$ cat config.mk
export PLATFORM = sky130hd
export DESIGN_NAME = irq_prio_ctrl
export DESIGN_NICKNAME = d
export VERILOG_FILES = /design/src/rtl/irq_pkg.sv /design/src/rtl/irq_sync.sv /design/src/rtl/irq_trig.sv /design/src/rtl/irq_mask_regs.sv /design/src/rtl/irq_arbiter.sv /design/src/rtl/irq_prio_ctrl.sv
export SDC_FILE = /design/constraint.sdc
export NUM_CORES = 1
export LEC_CHECK = 0
export BUFFER_PORTS_ARGS = -buffer_cell sky130_fd_sc_hd__clkbuf_2
export CORE_MARGIN = 4
export CORE_UTILIZATION = 35
export DETAILED_ROUTE_END_ITERATION = 8
export PLACE_DENSITY = 0.67
export SLEW_MARGIN = 10
export SYNTH_ARGS = -nofsm -noshare
export SYNTH_HDL_FRONTEND = slang
export SYNTH_SLANG_ARGS = --single-unit
$ cat constraint.sdc
create_clock -name clk -period 3.2 [get_ports clk]
set_input_delay 0.64 -clock clk [delete_from_list [all_inputs] [get_ports clk]]
set_output_delay 0.64 -clock clk [all_outputs]
set_load 0.05 [all_outputs]
$ cat src/rtl/irq_pkg.sv
package irq_pkg;
  typedef enum logic [2:0] {
    SRC_NONE = 3'd0,
    SRC_NMI  = 3'd1,
    SRC_HI   = 3'd2,
    SRC_MID  = 3'd3,
    SRC_LO   = 3'd4,
    SRC_GEN  = 3'd5
  } src_e;

  localparam int CTL_MSET  = 3;
  localparam int CTL_ECLR  = 4;
  localparam int CTL_SOEN  = 6;
  localparam int CTL_SODAT = 7;
  localparam int NUM_MASK  = 3;
endpackage

$ cat src/rtl/irq_sync.sv
module irq_sync #(
  parameter int WIDTH  = 6,
  parameter int STAGES = 2
) (
  input  logic             clk,
  input  logic             rst_n,
  input  logic [WIDTH-1:0] d,
  output logic [WIDTH-1:0] q
);
  logic [STAGES-1:0][WIDTH-1:0] stg_q;

  genvar g;
  generate
    for (g = 0; g < STAGES; g++) begin : g_stage
      if (g == 0) begin : g_first
        always_ff @(posedge clk or negedge rst_n) begin
          if (!rst_n) stg_q[g] <= '0;
          else        stg_q[g] <= d;
        end
      end else begin : g_rest
        always_ff @(posedge clk or negedge rst_n) begin
          if (!rst_n) stg_q[g] <= '0;
          else        stg_q[g] <= stg_q[g-1];
        end
      end
    end
  endgenerate

  assign q = stg_q[STAGES-1];
endmodule

$ cat src/rtl/irq_trig.sv
module irq_trig (
  input  logic clk,
  input  logic rst_n,
  input  logic nmi_lvl,
  input  logic hi_lvl,
  input  logic nmi_clr,
  input  logic edge_clr,
  output logic nmi_req,
  output logic hi_pend
);
  logic nmi_prev_q, hi_prev_q, nmi_pend_q, hi_edge_q;
  logic nmi_pend_d, hi_edge_d;
  logic nmi_rise, hi_rise;

  always_comb begin
    nmi_rise   = nmi_lvl & ~nmi_prev_q;
    hi_rise    = hi_lvl & ~hi_prev_q;
    nmi_pend_d = (nmi_pend_q | nmi_rise) & nmi_lvl & ~nmi_clr;
    hi_edge_d  = (hi_edge_q | hi_rise) & ~edge_clr;
  end

  always_ff @(posedge clk or negedge rst_n) begin
    if (!rst_n) begin
      nmi_prev_q <= 1'b0;
      hi_prev_q  <= 1'b0;
      nmi_pend_q <= 1'b0;
      hi_edge_q  <= 1'b0;
    end else begin
      nmi_prev_q <= nmi_lvl;
      hi_prev_q  <= hi_lvl;
      nmi_pend_q <= nmi_pend_d;
      hi_edge_q  <= hi_edge_d;
    end
  end

  assign nmi_req = nmi_pend_q & nmi_lvl;
  assign hi_pend = hi_edge_q;

  assert_edge_clear_R3: assert property (@(posedge clk) disable iff (!rst_n)
    edge_clr |=> !hi_pend);
  assert_nmi_once_R7: assert property (@(posedge clk) disable iff (!rst_n)
    nmi_clr |=> !nmi_req);
endmodule

$ cat src/rtl/irq_mask_regs.sv
module irq_mask_regs
  import irq_pkg::*;
(
  input  logic                clk,
  input  logic                rst_n,
  input  logic                ctl_wr,
  input  logic [7:0]          ctl_byte,
  input  logic                ie_set,
  input  logic                ie_clr,
  output logic [NUM_MASK-1:0] mask,
  output logic                ie,
  output logic                ser_out
);
  logic [NUM_MASK-1:0] mask_q, mask_d;
  logic ie_q, ie_d, so_q, so_d;
  logic mask_en, so_en;

  always_comb begin
    mask_en = ctl_wr & ctl_byte[CTL_MSET];
    so_en   = ctl_wr & ctl_byte[CTL_SOEN];
    mask_d  = mask_en ? ctl_byte[NUM_MASK-1:0] : mask_q;
    so_d    = so_en ? ctl_byte[CTL_SODAT] : so_q;
    ie_d    = ie_clr ? 1'b0 : (ie_set ? 1'b1 : ie_q);
  end

  always_ff @(posedge clk or negedge rst_n) begin
    if (!rst_n) begin
      mask_q <= '1;
      ie_q   <= 1'b0;
      so_q   <= 1'b0;
    end else begin
      mask_q <= mask_d;
      ie_q   <= ie_d;
      so_q   <= so_d;
    end
  end

  assign mask    = mask_q;
  assign ie      = ie_q;
  assign ser_out = so_q;

  assert_mask_hold_R2: assert property (@(posedge clk) disable iff (!rst_n)
    (ctl_wr && !ctl_byte[CTL_MSET]) |=> (mask_q == $past(mask_q)));
  assert_ie_clear_wins_R6: assert property (@(posedge clk) disable iff (!rst_n)
    ie_clr |=> !ie_q);
  assert_so_hold_R4: assert property (@(posedge clk) disable iff (!rst_n)
    (ctl_wr && !ctl_byte[CTL_SOEN]) |=> $stable(so_q));
endmodule

$ cat src/rtl/irq_arbiter.sv
module irq_arbiter
  import irq_pkg::*;
#(
  parameter logic [15:0] VEC_NMI = 16'h0024,
  parameter logic [15:0] VEC_HI  = 16'h003C,
  parameter logic [15:0] VEC_MID = 16'h0034,
  parameter logic [15:0] VEC_LO  = 16'h002C
) (
  input  logic                nmi_req,
  input  logic                hi_pend,
  input  logic                mid_lvl,
  input  logic                lo_lvl,
  input  logic                gen_lvl,
  input  logic [NUM_MASK-1:0] mask,
  input  logic                ie,
  output logic                valid,
  output src_e                code,
  output logic [15:0]         vector,
  output logic                seq
);
  logic hi_ok, mid_ok, lo_ok, gen_ok;

  always_comb begin
    hi_ok  = hi_pend & ie & ~mask[2];
    mid_ok = mid_lvl & ie & ~mask[1];
    lo_ok  = lo_lvl  & ie & ~mask[0];
    gen_ok = gen_lvl & ie;
    code   = SRC_NONE;
    vector = 16'h0000;
    seq    = 1'b0;
    if (nmi_req) begin
      code = SRC_NMI; vector = VEC_NMI;
    end else if (hi_ok) begin
      code = SRC_HI;  vector = VEC_HI;
    end else if (mid_ok) begin
      code = SRC_MID; vector = VEC_MID;
    end else if (lo_ok) begin
      code = SRC_LO;  vector = VEC_LO;
    end else if (gen_ok) begin
      code = SRC_GEN; seq = 1'b1;
    end
    valid = (code != SRC_NONE);
  end
endmodule

$ cat src/rtl/irq_prio_ctrl.sv
module irq_prio_ctrl
  import irq_pkg::*;
#(
  parameter int          SYNC_STAGES = 2,
  parameter logic [15:0] VEC_NMI     = 16'h0024,
  parameter logic [15:0] VEC_HI      = 16'h003C,
  parameter logic [15:0] VEC_MID     = 16'h0034,
  parameter logic [15:0] VEC_LO      = 16'h002C
) (
  input  logic        clk,
  input  logic        rst_n,
  input  logic        nmi_in,
  input  logic        rq_hi_in,
  input  logic        rq_mid_in,
  input  logic        rq_lo_in,
  input  logic        rq_gen_in,
  input  logic        ser_in,
  input  logic        ctl_wr,
  input  logic [7:0]  ctl_byte,
  input  logic        ie_set,
  input  logic        ie_clr,
  input  logic        ack,
  output logic [7:0]  stat_byte,
  output logic        ser_out,
  output logic        req_valid,
  output logic [2:0]  req_code,
  output logic [15:0] req_vector,
  output logic        req_seq
);
  localparam int IN_W = 6;

  logic [IN_W-1:0]     raw, syn;
  logic                nmi_req, hi_pend;
  logic [NUM_MASK-1:0] mask;
  logic                ie;
  src_e                code;
  logic                ack_hit, clr_nmi, clr_edge, clr_ie;

  assign raw = {ser_in, rq_gen_in, rq_lo_in, rq_mid_in, rq_hi_in, nmi_in};

  irq_sync #(.WIDTH(IN_W), .STAGES(SYNC_STAGES)) u_sync (
    .clk(clk), .rst_n(rst_n), .d(raw), .q(syn)
  );

  always_comb begin
    ack_hit  = ack & req_valid;
    clr_nmi  = ack_hit & (code == SRC_NMI);
    clr_edge = (ack_hit & (code == SRC_HI)) | (ctl_wr & ctl_byte[CTL_ECLR]);
    clr_ie   = ie_clr | (ack_hit & (code != SRC_NMI));
  end

  irq_trig u_trig (
    .clk(clk), .rst_n(rst_n),
    .nmi_lvl(syn[0]), .hi_lvl(syn[1]),
    .nmi_clr(clr_nmi), .edge_clr(clr_edge),
    .nmi_req(nmi_req), .hi_pend(hi_pend)
  );

  irq_mask_regs u_regs (
    .clk(clk), .rst_n(rst_n),
    .ctl_wr(ctl_wr), .ctl_byte(ctl_byte),
    .ie_set(ie_set), .ie_clr(clr_ie),
    .mask(mask), .ie(ie), .ser_out(ser_out)
  );

  irq_arbiter #(
    .VEC_NMI(VEC_NMI), .VEC_HI(VEC_HI), .VEC_MID(VEC_MID), .VEC_LO(VEC_LO)
  ) u_arb (
    .nmi_req(nmi_req), .hi_pend(hi_pend),
    .mid_lvl(syn[2]), .lo_lvl(syn[3]), .gen_lvl(syn[4]),
    .mask(mask), .ie(ie),
    .valid(req_valid), .code(code), .vector(req_vector), .seq(req_seq)
  );

  assign req_code  = code;
  assign stat_byte = {syn[5], hi_pend, syn[2], syn[3], ie, mask};

  assert_ack_clears_ie_R12: assert property (@(posedge clk) disable iff (!rst_n)
    (ack && req_valid && req_code != SRC_NMI) |=> !ie);
  assert_nmi_unblocked_R7: assert property (@(posedge clk) disable iff (!rst_n)
    nmi_req |-> (req_valid && req_code == SRC_NMI));
  assert_hi_gated_R8: assert property (@(posedge clk) disable iff (!rst_n)
    (req_valid && req_code == SRC_HI) |-> (ie && !mask[2]));
  assert_code_valid_R10: assert property (@(posedge clk) disable iff (!rst_n)
    req_valid == (req_code != SRC_NONE));
endmodule

==> results, run 1 <==
- At the worst endpoint, the required time is around 2.6 ns.
- Data on the critical path arrives at its endpoint at ~1.9 ns.
- Routability-driven placement finished with a final weighted congestion of 0.7836.
- The via density per instance is ~4.4.
- Walking the worst path, the cells encountered are nor2b_1 > or4_4 > a22o_1 > clkbuf_2.
- The final critical path time including I/O delays and setup is approximately 2.5 ns.
- The dominant cell type by area after synthesis is dfrtp_1.
- The achievable frequency is roughly 0.40 GHz.
- In the final layout, the share of cells above drive strength 1 is 48.15%.
- The global-route usage over all layers is 8.980%.
- The total clock sinks is 21.
- The final design area excluding fillers is around 1100 um^2.
- After clock tree synthesis, the setup repair step added 0 buffers.
- The total CTS buffers is 3.
- After detailed routing, the number of remaining DRC violations is 0.
- The share of synthesized registers carrying an async set or reset is between 90% and 100%.
- The clock latency on the worst-skew pair is roughly 0.29 ns.
- The share of the yosys chip area belonging to registers is between 50% and 60%.
- The switching power is roughly 0.24 mW.
- After the first detailed-routing iteration, the DRC count stood at 6.
- The via total after detailed routing is 603.
- The final-report max-slew violation count was 0.
- TritonCTS built the clock tree.
- The root buffer cell chosen for the clock tree is clkbuf_4.
- Combinational logic is responsible for 31.9% of the overall power.
- The run finished with clean final reports.
- The number of fill cells in the layout is 238.
- Entering global routing, the biggest net connects 22 pins.
- The first global-routing pass estimated 2311 um of wire.
- Summed over all layers, the global routing overflow is 0.
- Across the run, the number of max-cap violations was 0.
- The total of hold buffers inserted after clock tree synthesis is 0.
- The count of input and output buffers is 36.
- The number of cells upsized or downsized after cts is 0.
- The peak per-stage delay on the critical path is ~0.56 ns.
- The post-layout net count is ~130.
- The critical-path cell with the highest stage delay is dfstp_2.
- Counting instances in the post-synthesis netlist gives the leading cell types as buf_4, dfrtp_1, nand2_1, nor2_1, mux2_2.
- The cell area reported after detailed placement is a little over 1000 um^2.
- The net switching fraction of the power is 38.37%.
- The dominant register cell in the synthesized netlist is dfrtp_1.
- The cell family contributing the most delay on the critical path is simple AND/OR/NAND/NOR gates.
- The worst setup path is of the reg2out kind.
- The period utilization is approximately four fifths.
- The number of antenna violations at the first check in global routing is 0.
- The total count of hold-check failures in the final report is 0.
- The number of levels the H-tree was split into is 1.
- The height of the chip is ~60 um.
- The cell with the most instances after synthesis is buf_4.
- The mean routed wirelength per cell is between 10 and 15 um.
- The number of antenna repair diodes is 0.
- The floorplan step defined a core boundary enclosing roughly 2500 um^2.
- The area overhead of the layout relative to synthesis is 14.21%.
- The gate count after technology mapping is 77.
- The largest clock skew in the final design is approximately 0.0022 ns.
- Total power for the finished layout comes to a little over 0.6 mW.
- Of all nets on the critical path, the largest fanout is 7.
- Setup total negative slack on the finished layout was measured at 0 ns.
- The post-route core utilization is between 40 and 50%.
- The worst setup path is launched from a flop.
- The synthesized design contains 21 register bits.
- In this run, flip-flops and latches consume roughly 49% of the power.
- The count of flip-flops with a built-in enable after synthesis is 0.
- A synthesized cell averages 12.12 um^2.
- The die outline area is about 3600 um^2.
- Setup repair after global routing left no endpoint under its margin.
- After synthesis, the largest area contributor takes up between 40 and 50% of total cell area.
- Ranked by total cell area, the synthesized netlist is headed by dfrtp_1, buf_4, dfstp_2, mux2_2, nor2b_4.
- The cell row count is 18.
- The total power density per cell area is between 500 and 600 nW/um^2.
- The maximum clock insertion buffer count is 2.
- The initial standard-cell utilization of the core is a little under two fifths.
- After clock tree synthesis, the clock-pin slew on the worst setup and hold paths is between 0.1 and 0.15 ns.
- For this block, the routed nets add up to around 1600 um of wire.
- Per report_power, the clock group accounts for around a fifth of the total.
- Detailed placement ended at an HPWL of 1287 um.
- The number of warnings issued by yosys is 0.
- The number of different library cells used by synthesis comes to 25.
- The analysis attributes to cell leakage a power of approximately 0.56 nW.
- The internal power summed over all cells is 0.3828 mW.
- The floorplan die width is between 50 and 60 um.
- Setup violations remaining at the end of the flow were counted as 0.
- Before antenna repair, the detailed router went through 3 iterations.
- The type of destination of the critical path is an output pin.
- Counting both buffers and inverters, the worst setup path holds a total of 1.
- The I/O pin total is 50.
- The min-delay analysis places its worst path in the category in2async.
- After synthesis the cells add up to 933.4 um^2.
- IR analysis of the VDD net gives a maximum drop of ~320 uV.
- The number of global-route vias before repair is 566.
- The number of antenna-violating nets in the routed design is 0.
==> cell usage in the layout (no fill, tap or decap), drive strengths merged, types with 2 or more instances in the layout <==
master,synthesis,routed
mux2,4,4
nand2b,2,2
conb,1,12
nor4,2,2
clkbuf,0,39
nand2,5,5
nor2,5,5
nor2b,3,3
dfrtp,18,18
dfstp,3,3
a21oi,2,2
==> cell type report <==
type | count | area, um^2 | area share [%]
Timing Repair Buffer | 36 | 180.2 | 16.90
Clock buffer | 3 | 22.52 | 2.113
Inverter | 1 | 3.754 | 0.3521
Clock inverter | 1 | 5.005 | 0.4695
Multi-Input combinational cell | 46 | 287.8 | 27.00
Tap cell | 30 | 37.54 | 3.521
Sequential cell | 21 | 529.3 | 49.65
==> flip-flops by register name, indices dropped and copies added (netlist names) <==
name,flops
u_regs.mask,3
u_regs.ie,1
u_trig.hi_prev_q,1
u_trig.hi_pend,1
u_sync.q,6
u_trig.nmi_prev_q,1
u_sync.stg_q,6
u_regs.ser_out,1
u_trig.nmi_pend_q,1
==> metrics by stage <==
step | hold slack [ns] | setup slack [ns] | cells
floorplan | 0.3312 | 0.1596 | 88
global placement | 0.3328 | 1.008 | 134
detailed placement | 0.3347 | 0.9983 | 134
CTS | 0.3000 | 0.6595 | 138
global route | 0.3097 | 0.5846 | 138
finish | 0.2858 | 0.6724 | 138
==> routing by layer <==
| layer | global-route usage [%] | vias up | part of all wire (%) |
|---|---|---|---|
| met3 | 2.614 | 6 | 12 |
| met1 | 10.55 | 270 | 41 |
| met4 | 7.911 | 0 | 4.0 |
| met2 | 13.12 | 36 | 44 |
| met5 | 0 | - | 0 |
| li1 | - | 291 | - |
==> kinds of logic after synthesis <==
logic type | count (synthesis) | synth area share, %
AOI/OAI and AO/OA | 8 | 6.702
buffers and inverters | 21 | 16.89
DFF | 21 | 56.70
muxes | 5 | 5.898
other | 1 | 0.4018
and+or+nand+nor | 21 | 13.41
==> path summary, 6_finish.rpt <==
path / from / cells after the start / slack, ns / endpoint
max in group asynchronous: rst_n / 1 / 2.56 / u_regs.mask[0]
setup reg to reg: u_regs.mask[1] / 3 / 1.77 / u_regs.ie
hold reg to reg: u_sync.stg_q[1] / 0 / 0.36 / u_sync.q[1]
setup / recovery: u_regs.mask[1] / 4 / 0.67 / req_valid
min in group clk: u_sync.stg_q[1] / 0 / 0.36 / u_sync.q[1]
hold / removal: rst_n / 1 / 0.29 / u_trig.hi_pend
==> power by group through the flow <==
stage / Sequential, mW / Clock (mW) / Combinational, mW
3_5_place_dp: 0.310 / 0 / 0.200
3_3_place_gp: 0.309 / 0 / 0.197
5_1_grt: 0.308 / 0.140 / 0.210
2_1_floorplan: 0.335 / 0 / 0.153
6_report: 0.305 / 0.119 / 0.198
4_1_cts: 0.305 / 0.125 / 0.200
Note: power is estimated with default switching activity, not from simulation.
==> run 2, diff against run 1 <==
--- a/config.mk
+++ b/config.mk
@@ -5,11 +5,12 @@
 export SDC_FILE = /design/constraint.sdc
 export NUM_CORES = 1
 export LEC_CHECK = 0
+export ABC_AREA = 1
 export BUFFER_PORTS_ARGS = -buffer_cell sky130_fd_sc_hd__clkbuf_2
 export CORE_MARGIN = 4
 export CORE_UTILIZATION = 35
 export DETAILED_ROUTE_END_ITERATION = 8
-export PLACE_DENSITY = 0.67
+export PLACE_DENSITY = 0.7
 export SLEW_MARGIN = 10
 export SYNTH_ARGS = -nofsm -noshare
 export SYNTH_HDL_FRONTEND = slang
==> constraint.sdc (replaced) <==
create_clock -name clk -period 2.25 [get_ports clk]
set_input_delay 0.45 -clock clk [delete_from_list [all_inputs] [get_ports clk]]
set_output_delay 0.45 -clock clk [all_outputs]
set_load 0.05 [all_outputs]
==> results, run 2 <==
- After detailed placement, the design holds a cell count of roughly 140.
- In this run the power density over the cells is slightly above 800 nW/um^2.
- For this design, the sink count on the clock tree is 21.
- In this run the most used layer during global routing was met2.
- The gate count after technology mapping is 85.
- The type of destination of the critical path is an output pin.
- The reported leakage power is 0.5887 nW.
- The die is about 59 um tall.
- The post-synthesis instance area is ~900 um^2.
- The number of global-route vias before repair came to a little under 600.
- The number of flip-flops and latches in the synthesized netlist is 21.
- Summed over all layers, the global routing overflow is 0.
- The min-delay analysis places its worst path in the category in2async.
- From synthesis to final layout, the design area changed by 17.22%.
- Setup violations remaining at the end of the flow were counted as 0.
- For the worst-skew pair, the clock arrives at the later sink with an insertion delay of about 0.28 ns.
- The clock transition at the registers of the reported paths is ~0.10 ns.
- The synthesized netlist contains 20 unique library cells.
- Traced cell by cell, the critical path runs through inv_2 > nand3_2 > nand4_1 > nor2_4 > clkbuf_2.
- The number of antenna repair diodes is 0.
- The layout has between 200 and 250 filler cells.
- Sorting the synthesized cells by area gives the leading types as dfrtp_1, buf_4, dfstp_2, a21oi_1, inv_1.
- The startpoint type of the worst setup path is a flop.
- The final critical path takes up 92.37% of the cycle.
- The final weighted congestion in routability-driven placement is 0.7362.
- The total count of hold-check failures in the final report is 0.
- Data on the critical path is required at its endpoint by roughly 1.8 ns.
- The peak per-stage delay on the critical path is approximately 0.55 ns.
- The count of flip-flops with a built-in enable after synthesis is 0.
- The worst-case setup slack after placement is 0.4874 ns.
- The setup slack after layout is 0.1717 ns.
- dfrtp_1 takes more of the synthesized area than any other cell.
- Global routing used 9.137% of the available tracks.
- Setup total negative slack on the finished layout was measured at 0 ns.
- The I/O pin total is 50.
- Setup repair after global routing left no endpoint under its margin.
- The post-route core utilization is between 40% and 50%.
- The final layout contains routed wiring with a total length of about 1600 um.
- The met2 global-route usage is between 10% and 20%.
- The flow ran to the end, and the final reports show no timing, DRC or antenna violations.
- In this run the number of H-tree levels came out at 1.
- After detailed routing, the average wire length per cell comes to 10.73 um.
- Post-CTS timing repair inserted 0 buffers for setup.
- In the final layout, the share of cells above drive strength 1 is 44.44%.
- After detailed routing, the number of vias per cell comes to 4.279.
- The multi-input combinational cells in the finished layout cover a total of between 200 and 250 um^2.
- The achievable frequency is between 0.4 and 0.5 GHz.
- The HPWL after detailed placement is 1348 um.
- By count the netlist is led by buf_4, dfrtp_1, inv_1, a21oi_1, nand2_1.
- The met3 routing resource usage after global routing is 1.535%.
- IR analysis of the VDD net gives a maximum drop of around 470 uV.
- On the critical path, the stage with the largest delay is an instance of dfstp_2.
- The number of warnings issued by yosys is 0.
- In this design, the largest share of critical-path delay is due to flip-flops.
- TritonCTS built the clock tree.
- Max-cap violations in this run came to 0.
- The share of the yosys chip area belonging to registers is 58.75%.
- The die is between 50 and 60 um wide.
- The top cell types in the final layout, fill and taps aside, are clkbuf_2, dfrtp_1, conb_1, a21oi_1.
- The number of antenna-violating nets in the routed design is 0.
- For the worst setup path, the data arrival time is roughly 1.6 ns.
- The via total after detailed routing is roughly 630.
- For this run, the detailed router's first-pass iteration total came to 4.
- The floorplan step defined a core boundary enclosing roughly 2500 um^2.
- The final critical path time including I/O delays and setup is slightly above 2 ns.
- Together, buffers and inverters on the worst path number 2.
- The register area is about 530 um^2.
- The number of antenna violations at the first check in global routing is 0.
- The initial DRC count is 8.
- The count of input and output buffers is 36.
- The first-pass GRT wire length is around 2400 um.
- The number of remaining DRC errors is 0.
- The die outline area is 3450 um^2.
- In the global route stage, met1 resource usage came out at ~11%.
- The final-report max-slew violation count is 0.
- The number of non-filler instances in the completed layout is roughly 150.
- For the final database, setup skew stands at ~0.0034 ns.
- Gates resized during post-CTS repair numbered 0.
- The clock passes through at most 2 buffers.
- The most common library cell in the layout ignoring fill and taps is clkbuf_2.
- The cell with the most instances after synthesis is buf_4.
- The initial standard-cell utilization of the core is a little under two fifths.
- The worst-path maximum fanout is 6.
- Once layout is done, the placed cells without fillers occupy 1056 um^2.
- The largest net degree at the start of global routing is 22.
- The cell area reported after detailed placement is a little over 1000 um^2.
- The buffer type at the clock tree root is clkbuf_4.
- The proportion of netlist area held by the largest area contributor is between 50% and 60%.
- The cell row count is 18.
- The total CTS buffers is 3.
- Among all flip-flop cells after synthesis, the most frequent one is dfrtp_1.
- The share of synthesized registers carrying an async set or reset is 100.0%.
- The total of hold buffers inserted after clock tree synthesis is 0.
- The post-synthesis area per instance is between 10 and 15 um^2.
- The critical setup path kind is reg2out.
- The post-layout net count is 138.
==> run 2: final timing paths <==
kind                                 start               to  slack (ns)  cells past startpoint
setup / recovery            u_regs.mask[2]          req_seq        0.17                      5
hold / removal                       rst_n  u_sync.stg_q[4]        0.10                      1
setup reg to reg               u_sync.q[0]   u_trig.hi_pend        1.12                      4
hold reg to reg            u_sync.stg_q[4]      u_sync.q[4]        0.36                      0
max in group asynchronous            rst_n   u_regs.mask[2]        1.80                      1
min in group clk                    ser_in  u_sync.stg_q[5]        0.26                      1
==> run 2: layout make-up <==
cell class,instances,share of cell area (%)
inverter,9,3.199
sequential,21,50.12
multi-input combinational,47,23.58
timing repair buffer,36,17.06
clock buffer,4,2.488
tap,30,3.555
==> run 2: stage by stage <==
step | power (mW) | hold WS (ns)
2_1_floorplan | 0.6717 | 0.1544
3_3_place_gp | 0.7026 | 0.3343
3_5_place_dp | 0.7072 | 0.3355
4_1_cts | 0.8728 | 0.1115
5_1_grt | 0.9029 | 0.1294
6_report | 0.8622 | 0.1016
==> run 2: worst register-to-register path, cell delays in order (launching register included) <==
cell,delay (ns)
dfrtp_1,0.41
nand2_1,0.15
inv_1,0.13
nor3_1,0.23
a211oi_1,0.09
==> run 2: cells by family after synthesis <==
logic type	synth area share (%)
flip-flops	58.75
buffers and inverters	19.58
AND/OR/NAND/NOR	12.36
AO/OA/AOI/OAI	8.890
other	0.4163
==> run 2: where the power goes <==
part | switching [mW] | leakage [nW] | total [mW] | internal [mW]
registers | 0.0167 | 0.243 | 0.426 | 0.409
clock network | 0.0959 | 0.0150 | 0.165 | 0.0688
logic | 0.220 | 0.331 | 0.272 | 0.0515
==> run 2: metal layers <==
metal,up-vias,part of all wire [%]
met5,-,0
met4,0,0.51
met3,2,11
met2,41,47
met1,279,41
li1,307,-
==> run 3, diff against run 2 <==
--- a/config.mk
+++ b/config.mk
@@ -10,8 +10,9 @@
 export CORE_MARGIN = 4
 export CORE_UTILIZATION = 35
 export DETAILED_ROUTE_END_ITERATION = 8
-export PLACE_DENSITY = 0.7
+export PLACE_DENSITY = 0.68
 export SLEW_MARGIN = 10
 export SYNTH_ARGS = -nofsm -noshare
 export SYNTH_HDL_FRONTEND = slang
+export SYNTH_HIERARCHICAL = 1
 export SYNTH_SLANG_ARGS = --single-unit
==> results, run 3 <==
- The slowest stage of the critical path belongs to the cell dfstp_2.
- The overflow left after global routing is 0.
- In the layout the commonest cells are clkbuf_2, nand2_1, dfrtp_1, inv_1, conb_1.
- The worst-path maximum fanout is 3.
- The finished layout holds around 170 standard cells, fillers aside.
- 50 I/O pins were placed.
- After synthesis, the largest area contributor takes up between 40% and 50% of total cell area.
- For this design the static power due to leakage is 0.6618 nW.
- The buffers plus inverters on the worst setup path is 4.
- After legalization and detailed placement, the total HPWL measured 1467 um.
- The dominant cell type by area after synthesis is dfrtp_1.
- Setup repair after global routing left no endpoint under its margin.
- The commonest cells after synthesis are nand2_1, buf_4, dfrtp_1, inv_1, nand3_1.
- Counting the fill cells in the layout gives around 270.
- The area overhead of the layout relative to synthesis is 13.56%.
- For met1 alone, demand over resource in global routing was 12.58%.
- The power after layout is around 0.94 mW.
- The total power density per cell area is 823.0 nW/um^2.
- Data on the critical path arrives at its endpoint at 1.69 ns.
- In this run the tool buffered the top-level ports with 36 buffer cells.
- On the final layout, the worst hold slack is just over 0.09 ns.
- The core box area is approximately 2800 um^2.
- The post-synthesis instance area is 1006 um^2.
- IR analysis of the VDD net gives a maximum drop of 463.6 uV.
- The clock net in this run drives a total of 21 sinks.
- Once the floorplan was initialized, standard cells occupied 36.48% of the core.
- The post-detailed-routing wire length is around 1700 um.
- Sorting the synthesized cells by area gives the leading types as dfrtp_1, buf_4, nand2_1, dfstp_2, inv_1.
- The flow ran to the end, and the final reports show no timing, DRC or antenna violations.
- The via density per instance is ~4.1.
- Hold repair after CTS inserted 0 buffers.
- In this run the number of H-tree levels came out at 1.
- The share of total power dissipated in the clock network is 17.7%.
- The fraction of layout instances using a drive strength above 1 is 39.29%.
- In this run the mean area of a mapped cell was 9.063 um^2.
- The final-report setup violation count is 0.
- Across the run, the number of max-cap violations was 0.
- Summed over all nets, the switching power comes to a little under 0.4 mW.
- The setup slack after layout is around 0.11 ns.
- Clock-pin slew was measured on the worst setup and hold paths at 0.11 ns.
- CTS placed an instance of clkbuf_4 at the clock tree root.
- The count of distinct cell types in the synthesized netlist is 16.
- At the end of routability-driven placement, the weighted congestion stood at 0.6660.
- The die outline area is 3796 um^2.
- The post-layout net count is about 160.
- After detailed routing, the average wire length per cell comes to approximately 9.8 um.
- The floorplan die width is just over 60 um.
- The number of cells after detailed placement is 167.
- The total negative slack is 0 ns.
- After floorplanning, the core was divided into 19 placement rows.
- The number of global-route vias before repair is between 600 and 700.
- For this run, design rule violations remaining after detail routing come to 0.
- The final-report max-slew violation count is 0.
- The count of flip-flops with a built-in enable after synthesis is 0.
- In this run the post-CTS setup repair buffer count came out at 0.
- Across every metal layer, demand over resource in global routing totals about a tenth.
- The post-route core utilization is between 40% and 50%.
- Sequential cells were found to cover 52.61% of the synthesized design area.
- The first global-routing pass estimated 2691 um of wire.
- Buffers inserted during clock tree synthesis total 3.
- The number of antenna violations at the first check in global routing is 0.
- For the worst setup path, the data required time is roughly 1.8 ns.
- The share of total power in combinational logic is a little over a third.
- The worst hold path class is in2async.
- The die is 61.61 um tall.
- The number of gates resized after CTS was 0.
- The critical setup path kind is reg2out.
- The critical path goes through inv_1 > nand3_2 > inv_1 > nor2_2 > nand3_1 > inv_1 > clkbuf_2.
- For the worst-skew pair, the clock arrives at the later sink with an insertion delay of 0.29 ns.
- Global routing consumed, on the met2 layer, between 10% and 20% of the routing resources.
- The TritonCTS clock tree is built.
- The startpoint type of the worst setup path is a flop.
- The most common library cell in the layout ignoring fill and taps is clkbuf_2.
- In this run the cell area measured after placement is about 1100 um^2.
- The total count of hold-check failures in the final report is 0.
- Counting along the longest clock path gives a buffer depth of 2.
- The share of synthesized registers carrying an async set or reset is between 90% and 100%.
- The internal portion of the total power is 0.5463 mW.
- Once layout is done, the placed cells without fillers occupy roughly 1100 um^2.
- In this run switching power makes up approximately two fifths of total power.
- The clock period could shrink to between 2 and 2.5 ns.
- At the placement stage, the worst setup path has a slack of ~0.42 ns.
- The achievable frequency is 0.4666 GHz.
- STA classifies the critical path endpoint as an output pin.
- The dominant register cell in the synthesized netlist is dfrtp_1.
- The gate count after technology mapping is 111.
- The number of antenna-violating nets in the routed design is 0.
- The cell with the most instances after synthesis is nand2_1.
- Clock skew on the completed layout was measured at 0.003851 ns.
- The peak-usage layer in the global routing report is met2.
- The peak per-stage delay on the critical path is 0.55 ns.
- The most used cell along the critical path is inv_1.
- In this run, flip-flops and latches consume approximately 46% of the power.
- The number of flip-flops and latches in the synthesized netlist is 21.
- The Yosys step of the flow raised 6 warnings.
- For this block, the via count after detailed routing is between 700 and 800.
- Entering global routing, the biggest net connects 22 pins.
- The detailed-router iteration count before antenna repair is 4.
- The detailed router finished its first iteration with 24 violations.
- The met3 routing resource usage after global routing is 1.468%.
- The period utilization is 95.24%.
- The number of antenna repair diodes is 0.
- On the critical path the largest part of the delay comes from flip-flops.
run 3: cell count changes after synthesis, sizes merged, moves of 3 or more:
| cell | change |
|---|---|
| nand2 | +17 |
| o21ai | -3 |
| inv | +7 |
| a21oi | -5 |
| nor2 | +4 |
| buf | +3 |
| nand3 | +7 |
run 3: cells by family (layout without fill, tap and decap cells):
| logic type | count (synthesis) | after routing | synth area share, % |
|---|---|---|---|
| AOI/OAI and AO/OA | 3 | 3 | 2.239 |
| buffers and inverters | 38 | 56 | 22.39 |
| DFF | 21 | 21 | 52.61 |
| other | 1 | 12 | 0.3728 |
| and+or+nand+nor | 48 | 48 | 22.39 |
run 3: layout make-up:
class	count	area [um^2]	share of cell area [%]
Sequential cell	21	530.5	46.44
Multi-Input combinational cell	63	305.3	26.72
Timing Repair Buffer	36	180.2	15.77
Inverter	16	60.06	5.257
Tap cell	31	38.79	3.395
Clock buffer	3	22.52	1.972
Clock inverter	1	5.005	0.4381
run 3: per-layer routing:
layer	share of wire, %	vias to the layer above
met5	0	-
met4	0.36	0
met3	11	2
met2	49	35
met1	40	312
li1	-	357
run 3: power by group through the flow:
stage | clock network (mW) | logic, mW | registers [mW]
after floorplan | 0 | 0.275 | 0.467
after global placement | 0 | 0.339 | 0.439
after detailed placement | 0 | 0.343 | 0.441
after CTS | 0.174 | 0.343 | 0.434
after global routing | 0.194 | 0.367 | 0.439
final | 0.167 | 0.340 | 0.433
run 3: path summary, 6_finish.rpt:
path	endpoint	slack (ns)	cells past startpoint	from
max	req_code[2]	0.11	7	u_regs/mask[2]
max in group asynchronous	u_regs/mask[1]	1.81	1	rst_n
min reg2reg	u_sync/q[2]	0.36	0	u_sync/stg_q[2]
min	u_sync/stg_q[0]	0.09	1	rst_n
min in group clk	u_sync/stg_q[4]	0.26	1	rq_gen_in
max reg2reg	u_trig/hi_pend	0.70	11	u_regs/mask[2]
